## config.mk

```make
export PLATFORM = sky130hd
export DESIGN_NAME = seg_addr_unit
export DESIGN_NICKNAME = d
export VERILOG_FILES = /design/src/rtl/seg_addr_unit.sv
export SDC_FILE = /design/constraint.sdc
export NUM_CORES = 1
export LEC_CHECK = 0
export CAP_MARGIN = 25
export CORE_MARGIN = 2
export CORE_UTILIZATION = 35
export DETAILED_ROUTE_END_ITERATION = 7
export GPL_ROUTABILITY_DRIVEN = 0
export PLACE_DENSITY = 0.7
export SYNTH_ARGS = -nofsm -noshare
export SYNTH_HDL_FRONTEND = slang
export SYNTH_SLANG_ARGS = --single-unit
```

## constraint.sdc

```tcl
create_clock -name clk -period 9.3 [get_ports clk]
set_input_delay 1.395 -clock clk [delete_from_list [all_inputs] [get_ports clk]]
set_output_delay 1.395 -clock clk [all_outputs]
set_load 0.02 [all_outputs]
```

## src/rtl/seg_addr_unit.sv

```systemverilog
module seg_addr_unit #(
  parameter int SEG_W = 16,
  parameter int OFF_W = 16,
  parameter int SHIFT = 4,
  parameter logic [SEG_W-1:0] CODE_RST = 16'hFFFF
) (
  input  logic              clk,
  input  logic              rst_n,
  input  logic              seg_we,
  input  logic [1:0]        seg_wsel,
  input  logic [SEG_W-1:0]  seg_wdata,
  input  logic [OFF_W-1:0]  offset,
  input  logic [1:0]        kind,
  input  logic              ovr_valid,
  input  logic [1:0]        ovr_sel,
  output logic [SEG_W+SHIFT-1:0] phys_addr,
  output logic [1:0]        seg_used,
  output logic [SEG_W-1:0]  seg_value
);
  localparam int PA_W = SEG_W + SHIFT;
  localparam int NSEG = 4;
  localparam logic [1:0] S_EXTRA = 2'd0, S_CODE = 2'd1, S_STACK = 2'd2, S_DATA = 2'd3;
  localparam logic [1:0] K_FETCH = 2'd0, K_STACK = 2'd1, K_DATA = 2'd2, K_STRDST = 2'd3;

  logic [SEG_W-1:0] seg_q [NSEG];

  always_ff @(posedge clk) begin
    for (int i = 0; i < NSEG; i++) begin
      if (!rst_n)
        seg_q[i] <= (i == int'(S_CODE)) ? CODE_RST : '0;
      else if (seg_we && seg_wsel == 2'(i))
        seg_q[i] <= seg_wdata;
    end
  end

  always_comb begin
    case (kind)
      K_FETCH: seg_used = S_CODE;
      K_STACK: seg_used = ovr_valid ? ovr_sel : S_STACK;
      K_DATA:  seg_used = ovr_valid ? ovr_sel : S_DATA;
      default: seg_used = S_EXTRA;
    endcase
  end

  assign seg_value = seg_q[seg_used];
  assign phys_addr = {seg_value, {SHIFT{1'b0}}} + {{(PA_W-OFF_W){1'b0}}, offset};
endmodule

```

Yosys cells after proc, flatten, opt, wreduce, memory -nomap -nowiden --
Memory sizes are Yosys's and may differ from the RTL's. Index checks and enable logic that the tools add are counted.
Cells by class: $add $sub $neg 1, equality and inequality tests 5, multiplexer cells 20, bitwise operators 4, reduce and logical (&&, ||, !) cells 6
Operator list (count):
- 16-bit 2-to-1 mux | 4
- 20-bit by 16-bit adder with 20-bit output | 1
- 1-bit 2-to-1 mux | 13
- 2-bit equality test, second input constant | 3
- 2-bit case mux with 3 select lines | 1
- 2-bit by 1-bit equality test with 1-bit output, second input constant | 2
- 1-bit logical AND | 4
- 2-bit logical NOT | 2
- 2-bit 2-to-1 mux | 2
- 1-bit OR | 4
Storage, ports and cells: register bits after elaboration 0, bits in writable memories 64, bits of input ports 42, output and inout bits 38, word-level logic and storage cells 37, memories kept 1
Memory list:
- seg_q | depth 4, bits a word 16, rd ports 1, clocked after memory_dff 0, write ports 4, line 25 | logic [SEG_W-1:0] seg_q [NSEG];

Logic depth before layout (Yosys ltp) --
Gate-level depths: netlist of the first run.
depth after elaboration 6, depth in mapped cells 15, depth with buffers taken out 13

Worst setup path before layout of the first run --
OpenSTA, ideal clock, no wires.
path kind in2out, from input kind[1], to output phys_addr[14], arrival time 4.709 ns, required time 7.905 ns, slack 3.196 ns, stages on the path 13, path buffers 2, path through xnor2_1 > a21oi_4 > buf_6 > clkbuf_1 > a31oi_1 > ha_1 > fa_1 > a21o_1 > a21oi_2 > o21ai_0 > a2111oi_0 > nor3_1 > xor2_1
On the way: longest elaborated chain between the ends 4, elaborated cells on any way between the ends 6, those cells by class add/sub: 1; eq/ne: 2; mux: 1; reduce/logical: 1; memory: 1
Ends and longest elaborated chain:
- start, declared | line 13 | input logic [1:0] kind,
- 2-bit equality test (tied with other cells) | line 37 | case (kind)
- 2-bit case mux with 3 select lines * | line 37
- net seg_used[1] | line 17 | output logic [1:0] seg_used,
- memory 4 x 16 bit *
- net seg_value[0] | line 18 | output logic [SEG_W-1:0] seg_value
- 20-bit by 16-bit adder with 20-bit output * | line 46 | assign phys_addr = {seg_value, {SHIFT{1'b0}}} + {{(PA_W-OFF_W){1'b0}}, offset};
- end, declared | line 16 | output logic [SEG_W+SHIFT-1:0] phys_addr,
The timed path passes the listed nets; every way through them passes the cells marked *.

Worst setup path in the final report of the first run --
from input ovr_valid, to output phys_addr[18]
On the way: longest elaborated chain between the ends 4, elaborated cells on any way between the ends 5, those cells by class add/sub: 1; mux: 3; memory: 1
Ends and longest elaborated chain:
- start, declared | line 14 | input logic ovr_valid,
- 2-bit 2-to-1 mux (on tied branches) | line 40, 39
- 2-bit case mux with 3 select lines * | line 37
- memory 4 x 16 bit *
- 20-bit by 16-bit adder with 20-bit output * | line 46
Every way passes the cells marked *; elsewhere a longest branch is shown, timed or not.

==> results of run 1 <==
## power by group
part           switching, uW  total [uW]  leakage [uW]  internal (uW)
Clock                    104         253      0.000101            148
Sequential              5.03         344      0.000630            339
Combinational            166         307      0.000935            141
## synth_stat cells (3+ instances only)
| cell | count |
|---|---|
| xor2_1 | 3 |
| xnor2_1 | 11 |
| inv_1 | 4 |
| o21ai_0 | 10 |
| buf_4 | 4 |
| a211oi_1 | 15 |
| or2_2 | 16 |
| a21o_1 | 5 |
| a21oi_1 | 10 |
| clkbuf_1 | 9 |
| edfxtp_1 | 64 |
| mux2i_1 | 7 |
| ha_1 | 12 |
| nand4_1 | 3 |
| nor2_1 | 11 |
| a31oi_1 | 13 |
| and2_1 | 61 |
| nor3_1 | 3 |
| nand2_1 | 32 |
## logic make-up after synthesis
| logic type | Yosys count |
|---|---|
| and+or+nand+nor | 132 |
| DFF | 64 |
| AOI/OAI and AO/OA | 61 |
| buffers and inverters | 21 |
| xor gates and xnor gates | 14 |
| adders and majority gates | 13 |
| muxes | 9 |
## per-stage QoR
stage / hold slack (ns) / util
2_1_floorplan: 1.58 / -
3_3_place_gp: 2.10 / 0.447
3_5_place_dp: 2.11 / 0.447
4_1_cts: 1.76 / 0.469
5_1_grt: 1.78 / 0.469
6_report: 1.77 / 0.469
## critical path, delay by kind of cell
family          cells  cell delay, ns
simple gates        1            0.20
fa+ha+maj           2            0.69
buf+inv             4            1.75
compound gates      8            2.02
xor+xnor            1            0.12
## worst paths after layout
path                          from                   endpoint  slack [ns]
worst max-delay path     ovr_valid              phys_addr[18]        1.71
worst min-delay path  seg_wdata[1]  seg_q[1][1]$_SDFFCE_PN1P_        1.77
## layout make-up
cell class	instances	area [um2]	area share
timing repair buffer	78	763	0.166
inverter	5	18.8	0.00407
tap	133	166	0.0361
clock buffer	9	124	0.0269
sequential	64	1920	0.417
multi-input combinational	229	1530	0.332
clock inverter	6	85.1	0.0185
## metal layers
layer	GRT usage	vias up	part of all wire
met5	0	-	0
met4	0.0600	0	0.014
met3	0.0331	11	0.047
met2	0.261	59	0.49
met1	0.188	1215	0.45
li1	-	1274	-
==> qor.yml, run 1 <==
p_leak_uw: 0.00167
grt_pass1_wl_um: 13000
fmax_mhz: 132
synthTopCellsByArea: "edfxtp_1 54%, and2_1 11%, ha_1 4.2%"
start_kind: "primary input"
synth_compound_area_frac: 0.114
ys_seq_area_frac: 0.542
grt-ovfl-total: 0
stdcell_area_um2: 4610
path_class: "in2out"
die_w_um: 105
grt_usage: 0.152
synthMuxAreaShare: 0.0300
synth_fa_ha_area_frac: 0.0480
clockBufferDepth: 2
wl_per_cell_um: 15.3
postCtsSetupBuffers: 0
start_util: 0.361
fin_crit_ns: 7.59
rows: 36
hpwl_um: 5440
final_common_cell: "clkdlybuf4s50_1"
p_per_area_nw_per_um2: 196
grt_max_degree: 34
synth_top_area_frac: 0.542
drt_iter0_markers: 149
synth-xor-area-share: 0.0346
worstMarginPinSlew_ns: 1.10
finalWirelength_um: 8020
setup_slack_ns: 1.71
cp_slowest_cell: "clkdlybuf4s50_1"
tns_ns: 0
peakVddDrop_v: 0.0000904
io_pins: 80
hold_buffers: 0
async_reset_ff_frac: 0
outcome: "complete, no violations"
reg_top3: "seg_q (64)"
place_ws_ns: 1.76
synthCells: 314
synth_area_per_cell_um2: 11.3
synthesis.nets: 369
synth_edf_count: 64
fill_cells: 943
die_y_um: 105
cts_tree: "built"
final-hold-violation-count: 0
synth.largest_area_cell: "edfxtp_1"
route.detailed.drc: 0
firstDrtPassIters: 4
dpl_cell_area_um2: 4390
setup_viol: 0
finalPower_uw: 903
cts.sinks: 64
synth_area_um2: 3540
layout-drive-gt1-share: 0.115
synth_top_family_by_area: "simple AND/OR/NAND/NOR gates"
ys_ff_latch: 64
cpMostUsedCell: "clkdlybuf4s50_1"
antenna_cells: 0
holdPathStages: 2
rsz0062_at_grt: "false"
slew_violations: 0
die_area_um2: 10900
timing.final.crit_share: 0.816
path_clk_slew_ns: 0.07
worstSetupEndpointType: "primary output"
core_area_um2: 9820
worst_ep_arrival_time_ns: 6.20
max_flop_register: "seg_q"
numCtsBuffers: 9
path_max_fanout: 28
cts_resized: 0
yosysWarnings: 0
ys.flop_type: "edfxtp_1"
maxCapViolations: 0
io_buffers: 71
path_cells: "clkdlybuf4s50_1 -> a21oi_1 -> o2bb2ai_2 -> buf_4 -> inv_2 -> a211oi_1 -> a31oi_1 -> ha_1 -> fa_1 -> a21o_1 -> a21oi_2 -> o211ai_1 -> a221oi_1 -> nand3b_1 -> xnor2_1 -> clkdlybuf4s50_1"
maxSlewHeadroom: 0.264
dp.cells: 508
nets: 442
via_per_inst: 4.88
ant_nets: 0
root_buffer: "clkbuf_8"
synthDistinctLibCells: 37
layout_common_cells: "71 x clkdlybuf4s50_1, 64 x edfxtp_1, 61 x and2_1"
h-tree-depth: 3
largest_reg_flops: 64
critPathRequiredTime_ns: 7.91
grt_pass1_vias: 2627
max_stage_delay_ns: 0.63
grt_antenna_before_repair: 0
final_cell_count_no_fill: 524
hold_class: "in2reg"
synth-simple-area-share: 0.202
vias: 2559
syn2layout_area_growth_pct: 30.1
No activity file was read; power rests on OpenSTA's default activity.
==> inputs of run 2 (changes only) <==
Settings changed: PLACE_DENSITY 0.7 to 0.72.
Clock period 9.3 ns to 6.6 ns, I/O delays scaled along.
==> run 2 against run 1 <==
Effect of this change:
- via count grew 2.1%
- core utilization grew 0.65 points
- sequential cell count is the same
- cell count grew 0.95%
==> qor.yml, run 2 (synthesized netlist as in run 1, its figures left out) <==
vias: 2613  # +2.1%
grt_max_degree: 28  # -18%
use_met3: 0.0499  # +0.0168
die_w_um: 105  # unchanged
route.detailed.drc: 0  # unchanged
core_area_um2: 9820  # unchanged
register_area_um2: 1920  # unchanged
p_per_area_nw_per_um2: 283  # +45%
grt_pass1_wl_um: 13200  # +1.8%
worstSetupEndpointType: "primary output"
critPathRequiredTime_ns: 5.61  # -2.30 ns
fill_cells: 920  # -2.4%
cts_tree: "built"
hpwl_um: 5760  # +5.9%
die_y_um: 105  # unchanged
reg_top3: "seg_q (64)"
hold_class: "in2reg"
die_area_um2: 10900  # unchanged
max_flop_register: "seg_q"
finalWirelength_um: 8190  # +2.2%
nets: 446  # +0.90%
setup_viol: 0  # unchanged
clockBufferDepth: 2  # unchanged
final-hold-violation-count: 0  # unchanged
path_clk_slew_ns: 0.08  # about the same
final_common_cell: "clkdlybuf4s50_1"
dp.cells: 512  # +0.79%
cpMostUsedCell: "clkdlybuf4s50_1"
start_kind: "primary input"
dpl_cell_area_um2: 4420  # +0.66%
io_pins: 80  # unchanged
hp-start: "seg_wdata[10]"
syn2layout_area_growth_pct: 31.9
root_buffer: "clkbuf_8"
start_util: 0.361  # unchanged
cts.sinks: 64  # unchanged
path_cells: "clkdlybuf4s50_1 -> a21oi_1 -> o2bb2ai_2 -> inv_2 -> a211oi_1 -> a31oi_1 -> ha_1 -> fa_1 -> a21o_1 -> a21oi_2 -> o211ai_1 -> a221oi_1 -> nand3b_1 -> xnor2_1 -> clkdlybuf4s50_1"
io_buffers: 71  # unchanged
maxSlewHeadroom: 0.551  # +0.287
multi_input_area_um2: 1530  # -0.33%
path_class: "in2out"
hold_slack_ns: 1.35  # -0.424 ns
slew_violations: 0  # unchanged
hold_buffers: 0  # unchanged
drt_iter0_markers: 147  # -1.3%
antenna_cells: 0  # unchanged
worst_ep_arrival_time_ns: 5.17  # -1.03 ns
numCtsBuffers: 9  # unchanged
layout_common_cells: "71 x clkdlybuf4s50_1, 64 x edfxtp_1, 61 x and2_1"
cp_num_buf_inv: 3  # -1
finalPower_uw: 1320  # +47%
top_usage_layer: "met2"
grt.met2_usage: 0.269  # +0.00840
max_stage_delay_ns: 0.63  # about the same
min_delay_worst_endpoint: "seg_q[1][10]$_SDFFCE_PN1P_"
outcome: "complete, no violations"
rsz0062_at_grt: "false"
path_max_fanout: 16  # -43%
peakVddDrop_v: 0.000110  # +22%
fmax_mhz: 162
worstMarginPinSlew_ns: 0.671  # -0.428 ns
layout-drive-gt1-share: 0.121  # +0.00612
ant_nets: 0  # unchanged
gr-usage-met1: 0.185  # -0.00255
firstDrtPassIters: 4  # unchanged
cp_top_family: "compound AO/OA/AOI/OAI gates"
tns_ns: 0  # unchanged
via_per_inst: 4.94  # +1.1%
h-tree-depth: 3  # unchanged
grt_usage: 0.157  # +0.00462
rows: 36  # unchanged
largest_reg_flops: 64  # unchanged
holdPathStages: 2  # unchanged
postCtsSetupBuffers: 0  # unchanged
grt_pass1_vias: 2667  # +1.5%
grt-ovfl-total: 0  # unchanged
final_cell_count_no_fill: 529  # +0.95%
wl_per_cell_um: 15.5  # +1.2%
cts_resized: 0  # unchanged
timing.final.crit_share: 0.933
p_leak_uw: 0.00171  # +2.4%
cp_slowest_cell: "clkdlybuf4s50_1"
grt_antenna_before_repair: 0  # unchanged
fin_crit_ns: 6.16
stdcell_area_um2: 4670  # +1.4%
maxCapViolations: 0  # unchanged
run 2: area by class of cell:
| cell class | count | share of cell area |
|---|---|---|
| inverters | 5 | 0.00402 |
| multi-input cells | 229 | 0.326 |
| well taps | 133 | 0.0356 |
| clock buffers | 9 | 0.0265 |
| clock inverters | 7 | 0.0257 |
| repair buffers | 82 | 0.171 |
| flip-flops and latches | 64 | 0.411 |
run 2: worst max path at each step:
stage | from | end | slack [ns] | cells past startpoint
2_1_floorplan | kind[1] | phys_addr[14] | 1.31 | 13
3_3_place_gp | ovr_valid | phys_addr[18] | 0.55 | 15
3_5_place_dp | ovr_valid | phys_addr[18] | 0.40 | 15
4_1_cts | ovr_valid | phys_addr[18] | 0.39 | 15
5_1_grt | ovr_valid | phys_addr[19] | 0.006 | 15
6_report | ovr_valid | phys_addr[18] | 0.44 | 15
run 2: report_power, final:
part           total, uW  switching (uW)  internal (uW)
Clock                405             154            251
Sequential           486            8.16            478
Combinational        433             233            200
run 2: stage by stage:
step / setup WS [ns] / util
floorplan: 1.31 / -
global placement: 0.549 / 0.449
detailed placement: 0.403 / 0.450
CTS: 0.388 / 0.475
global route: 0.00648 / 0.476
finish: 0.444 / 0.476
run 2: layer usage:
layer | vias up | routed length [um]
met5 | - | 0
met4 | 0 | 157
met3 | 15 | 711
met2 | 100 | 3980
met1 | 1216 | 3340
li1 | 1282 | -
==> inputs of run 3 (changes only) <==
Settings changed: CORE_ASPECT_RATIO set to 0.6.
==> run 3 against run 2 <==
Effect of this change:
- die area up 0.24%
- first-iteration DRC count down 29%
- routed wire length up 6.3%
- critical endpoint unchanged
- cell count up 0.57%
- non-clock buffer count up 1
- via count up 0.34%
- sequential cell count unchanged
- hold slack better by 0.027 ns
- critical path depth up 1
- highest routed layer unchanged
- clock-buffer cell count unchanged
- total power up 10%
==> qor.yml, run 3 (synthesized netlist as in run 1, its figures left out) <==
outcome: "complete, no violations"
layout_common_cells: "71 x clkdlybuf4s50_1, 64 x edfxtp_1, 61 x and2_1"
grt_antenna_before_repair: 0  # unchanged
cts_tree: "built"
maxSlewHeadroom: 0.558  # +0.00628
finalPower_uw: 1460  # +10%
cts_resized: 0  # unchanged
path_max_fanout: 22  # +6
slew_violations: 0  # unchanged
gr-usage-met1: 0.226  # +0.0403
cts.sinks: 64  # unchanged
io_buffers: 71  # unchanged
p_per_area_nw_per_um2: 305  # +7.7%
clockBufferDepth: 2  # unchanged
critPathRequiredTime_ns: 5.61  # about the same
hold_buffers: 0  # unchanged
grt.met2_usage: 0.275  # +0.00596
ant_nets: 0  # unchanged
reg_top3: "seg_q (64)"
wl_per_cell_um: 16.4  # +5.7%
grt_usage: 0.170  # +0.0128
grt-ovfl-total: 0  # unchanged
via_per_inst: 4.93  # -0.22%
route.detailed.drc: 0  # unchanged
grt_pass1_wl_um: 13800  # +4.3%
largest_reg_flops: 64  # unchanged
drt_iter0_markers: 105  # -29%
rsz0062_at_grt: "false"
hold_class: "in2reg"
rows: 28  # -22%
grt_pass1_vias: 2646  # -0.79%
fin_crit_ns: 6.26  # +0.102 ns
register_area_um2: 1920  # unchanged
vias: 2622  # +0.34%
cp-endpoint: "phys_addr[18]"
worstMarginPinSlew_ns: 0.662  # -0.00940 ns
timing.final.crit_share: 0.948  # +0.0155
fill_cells: 873  # -5.1%
max_flop_register: "seg_q"
core_area_um2: 9840  # +0.25%
tns_ns: 0  # unchanged
worstSetupEndpointType: "primary output"
postCtsSetupBuffers: 0  # unchanged
layout-drive-gt1-share: 0.121  # -0.000305
die_w_um: 134  # +28%
hold_slack_ns: 1.37  # +0.0266 ns
die_y_um: 81.9  # -22%
path_clk_slew_ns: 0.05  # -0.03 ns
top_usage_layer: "met2"
use_met3: 0.0494  # -0.000524
final_common_cell: "clkdlybuf4s50_1"
start_kind: "primary input"
grt_max_degree: 27  # -3.6%
start_util: 0.360  # -0.000917
nets: 447  # +0.22%
die_area_um2: 11000  # +0.24%
setup_viol: 0  # unchanged
h-tree-depth: 3  # unchanged
final_util: 0.486  # +0.00998
crit_path_start: "ovr_valid"
numCtsBuffers: 9  # unchanged
path_class: "in2out"
antenna_cells: 0  # unchanged
firstDrtPassIters: 4  # unchanged
hpwl_um: 6130  # +6.3%
syn2layout_area_growth_pct: 35.0
maxCapViolations: 0  # unchanged
finalWirelength_um: 8710  # +6.3%
final-hold-violation-count: 0  # unchanged
root_buffer: "clkbuf_16"
p_leak_uw: 0.00175  # +2.8%
io_pins: 80  # unchanged
fmax_mhz: 160  # -1.6%
multi_input_area_um2: 1530  # unchanged
worst_ep_arrival_time_ns: 5.27  # +0.10 ns
peakVddDrop_v: 0.000166  # +51%
## run 3: cell types whose count changed in the layout (fill, tap and decap cells not counted)
cell	change
clkbuf_16	+9
clkbuf_8	-9
clkinv_4	-3
buf_12	+1
buf_4	+1
buf_6	-1
clkinv_1	+1
clkinv_2	+1
clkinvlp_4	+1
## run 3: power breakdown
group          internal [uW]  switching, uW
Clock                    365            162
Sequential               479           7.47
Combinational            204            242
Total                   1050            412
## run 3: worst min path at each step
stage / start / slack, ns / to / depth (start not counted)
6_report: seg_wdata[13] / 1.37 / seg_q[1][13]$_SDFFCE_PN1P_ / 2
5_1_grt: seg_wdata[3] / 1.38 / seg_q[1][3]$_SDFFCE_PN1P_ / 2
4_1_cts: seg_wdata[13] / 1.37 / seg_q[1][13]$_SDFFCE_PN1P_ / 2
3_5_place_dp: seg_wdata[13] / 1.71 / seg_q[1][13]$_SDFFCE_PN1P_ / 2
3_3_place_gp: seg_wdata[13] / 1.70 / seg_q[1][13]$_SDFFCE_PN1P_ / 2
2_1_floorplan: seg_wdata[0] / 1.17 / seg_q[1][0]$_SDFFCE_PN1P_ / 1
## run 3: layer usage
metal / vias up / wire length [um] / share of wire
met3: 14 / 798 / 0.092
met5: - / 0 / 0
met4: 0 / 88 / 0.010
li1: 1283 / - / -
met2: 108 / 3720 / 0.43
met1: 1217 / 4100 / 0.47
## run 3: critical path: stages
cell             delay [ns]
clkdlybuf4s50_1        0.55
a21oi_1                0.11
o2bb2ai_2              0.22
inv_2                  0.22
a211oi_1               0.28
a31oi_1                0.10
ha_1                   0.26
fa_1                   0.42
a21o_1                 0.20
a21oi_2                0.23
o211ai_1               0.12
a221oi_1               0.46
buf_4                  0.22
nand3b_1               0.12
xnor2_1                0.12
clkdlybuf4s50_1        0.62
## run 3: metrics by stage
stage	setup WS, ns	cell area (um2)	std cells
2_1_floorplan	1.31	3540	314
3_3_place_gp	0.401	4440	515
3_5_place_dp	0.374	4440	515
4_1_cts	0.336	4780	531
5_1_grt	0.0601	4780	532
6_report	0.342	4780	532
## run 3: final cells by class
| class | count | area share |
|---|---|---|
| multi-input cells | 229 | 0.319 |
| clock inverters | 7 | 0.0230 |
| well taps | 135 | 0.0353 |
| clock buffers | 9 | 0.0471 |
| flip-flops and latches | 64 | 0.402 |
| inverters | 5 | 0.00392 |
| repair buffers | 83 | 0.170 |
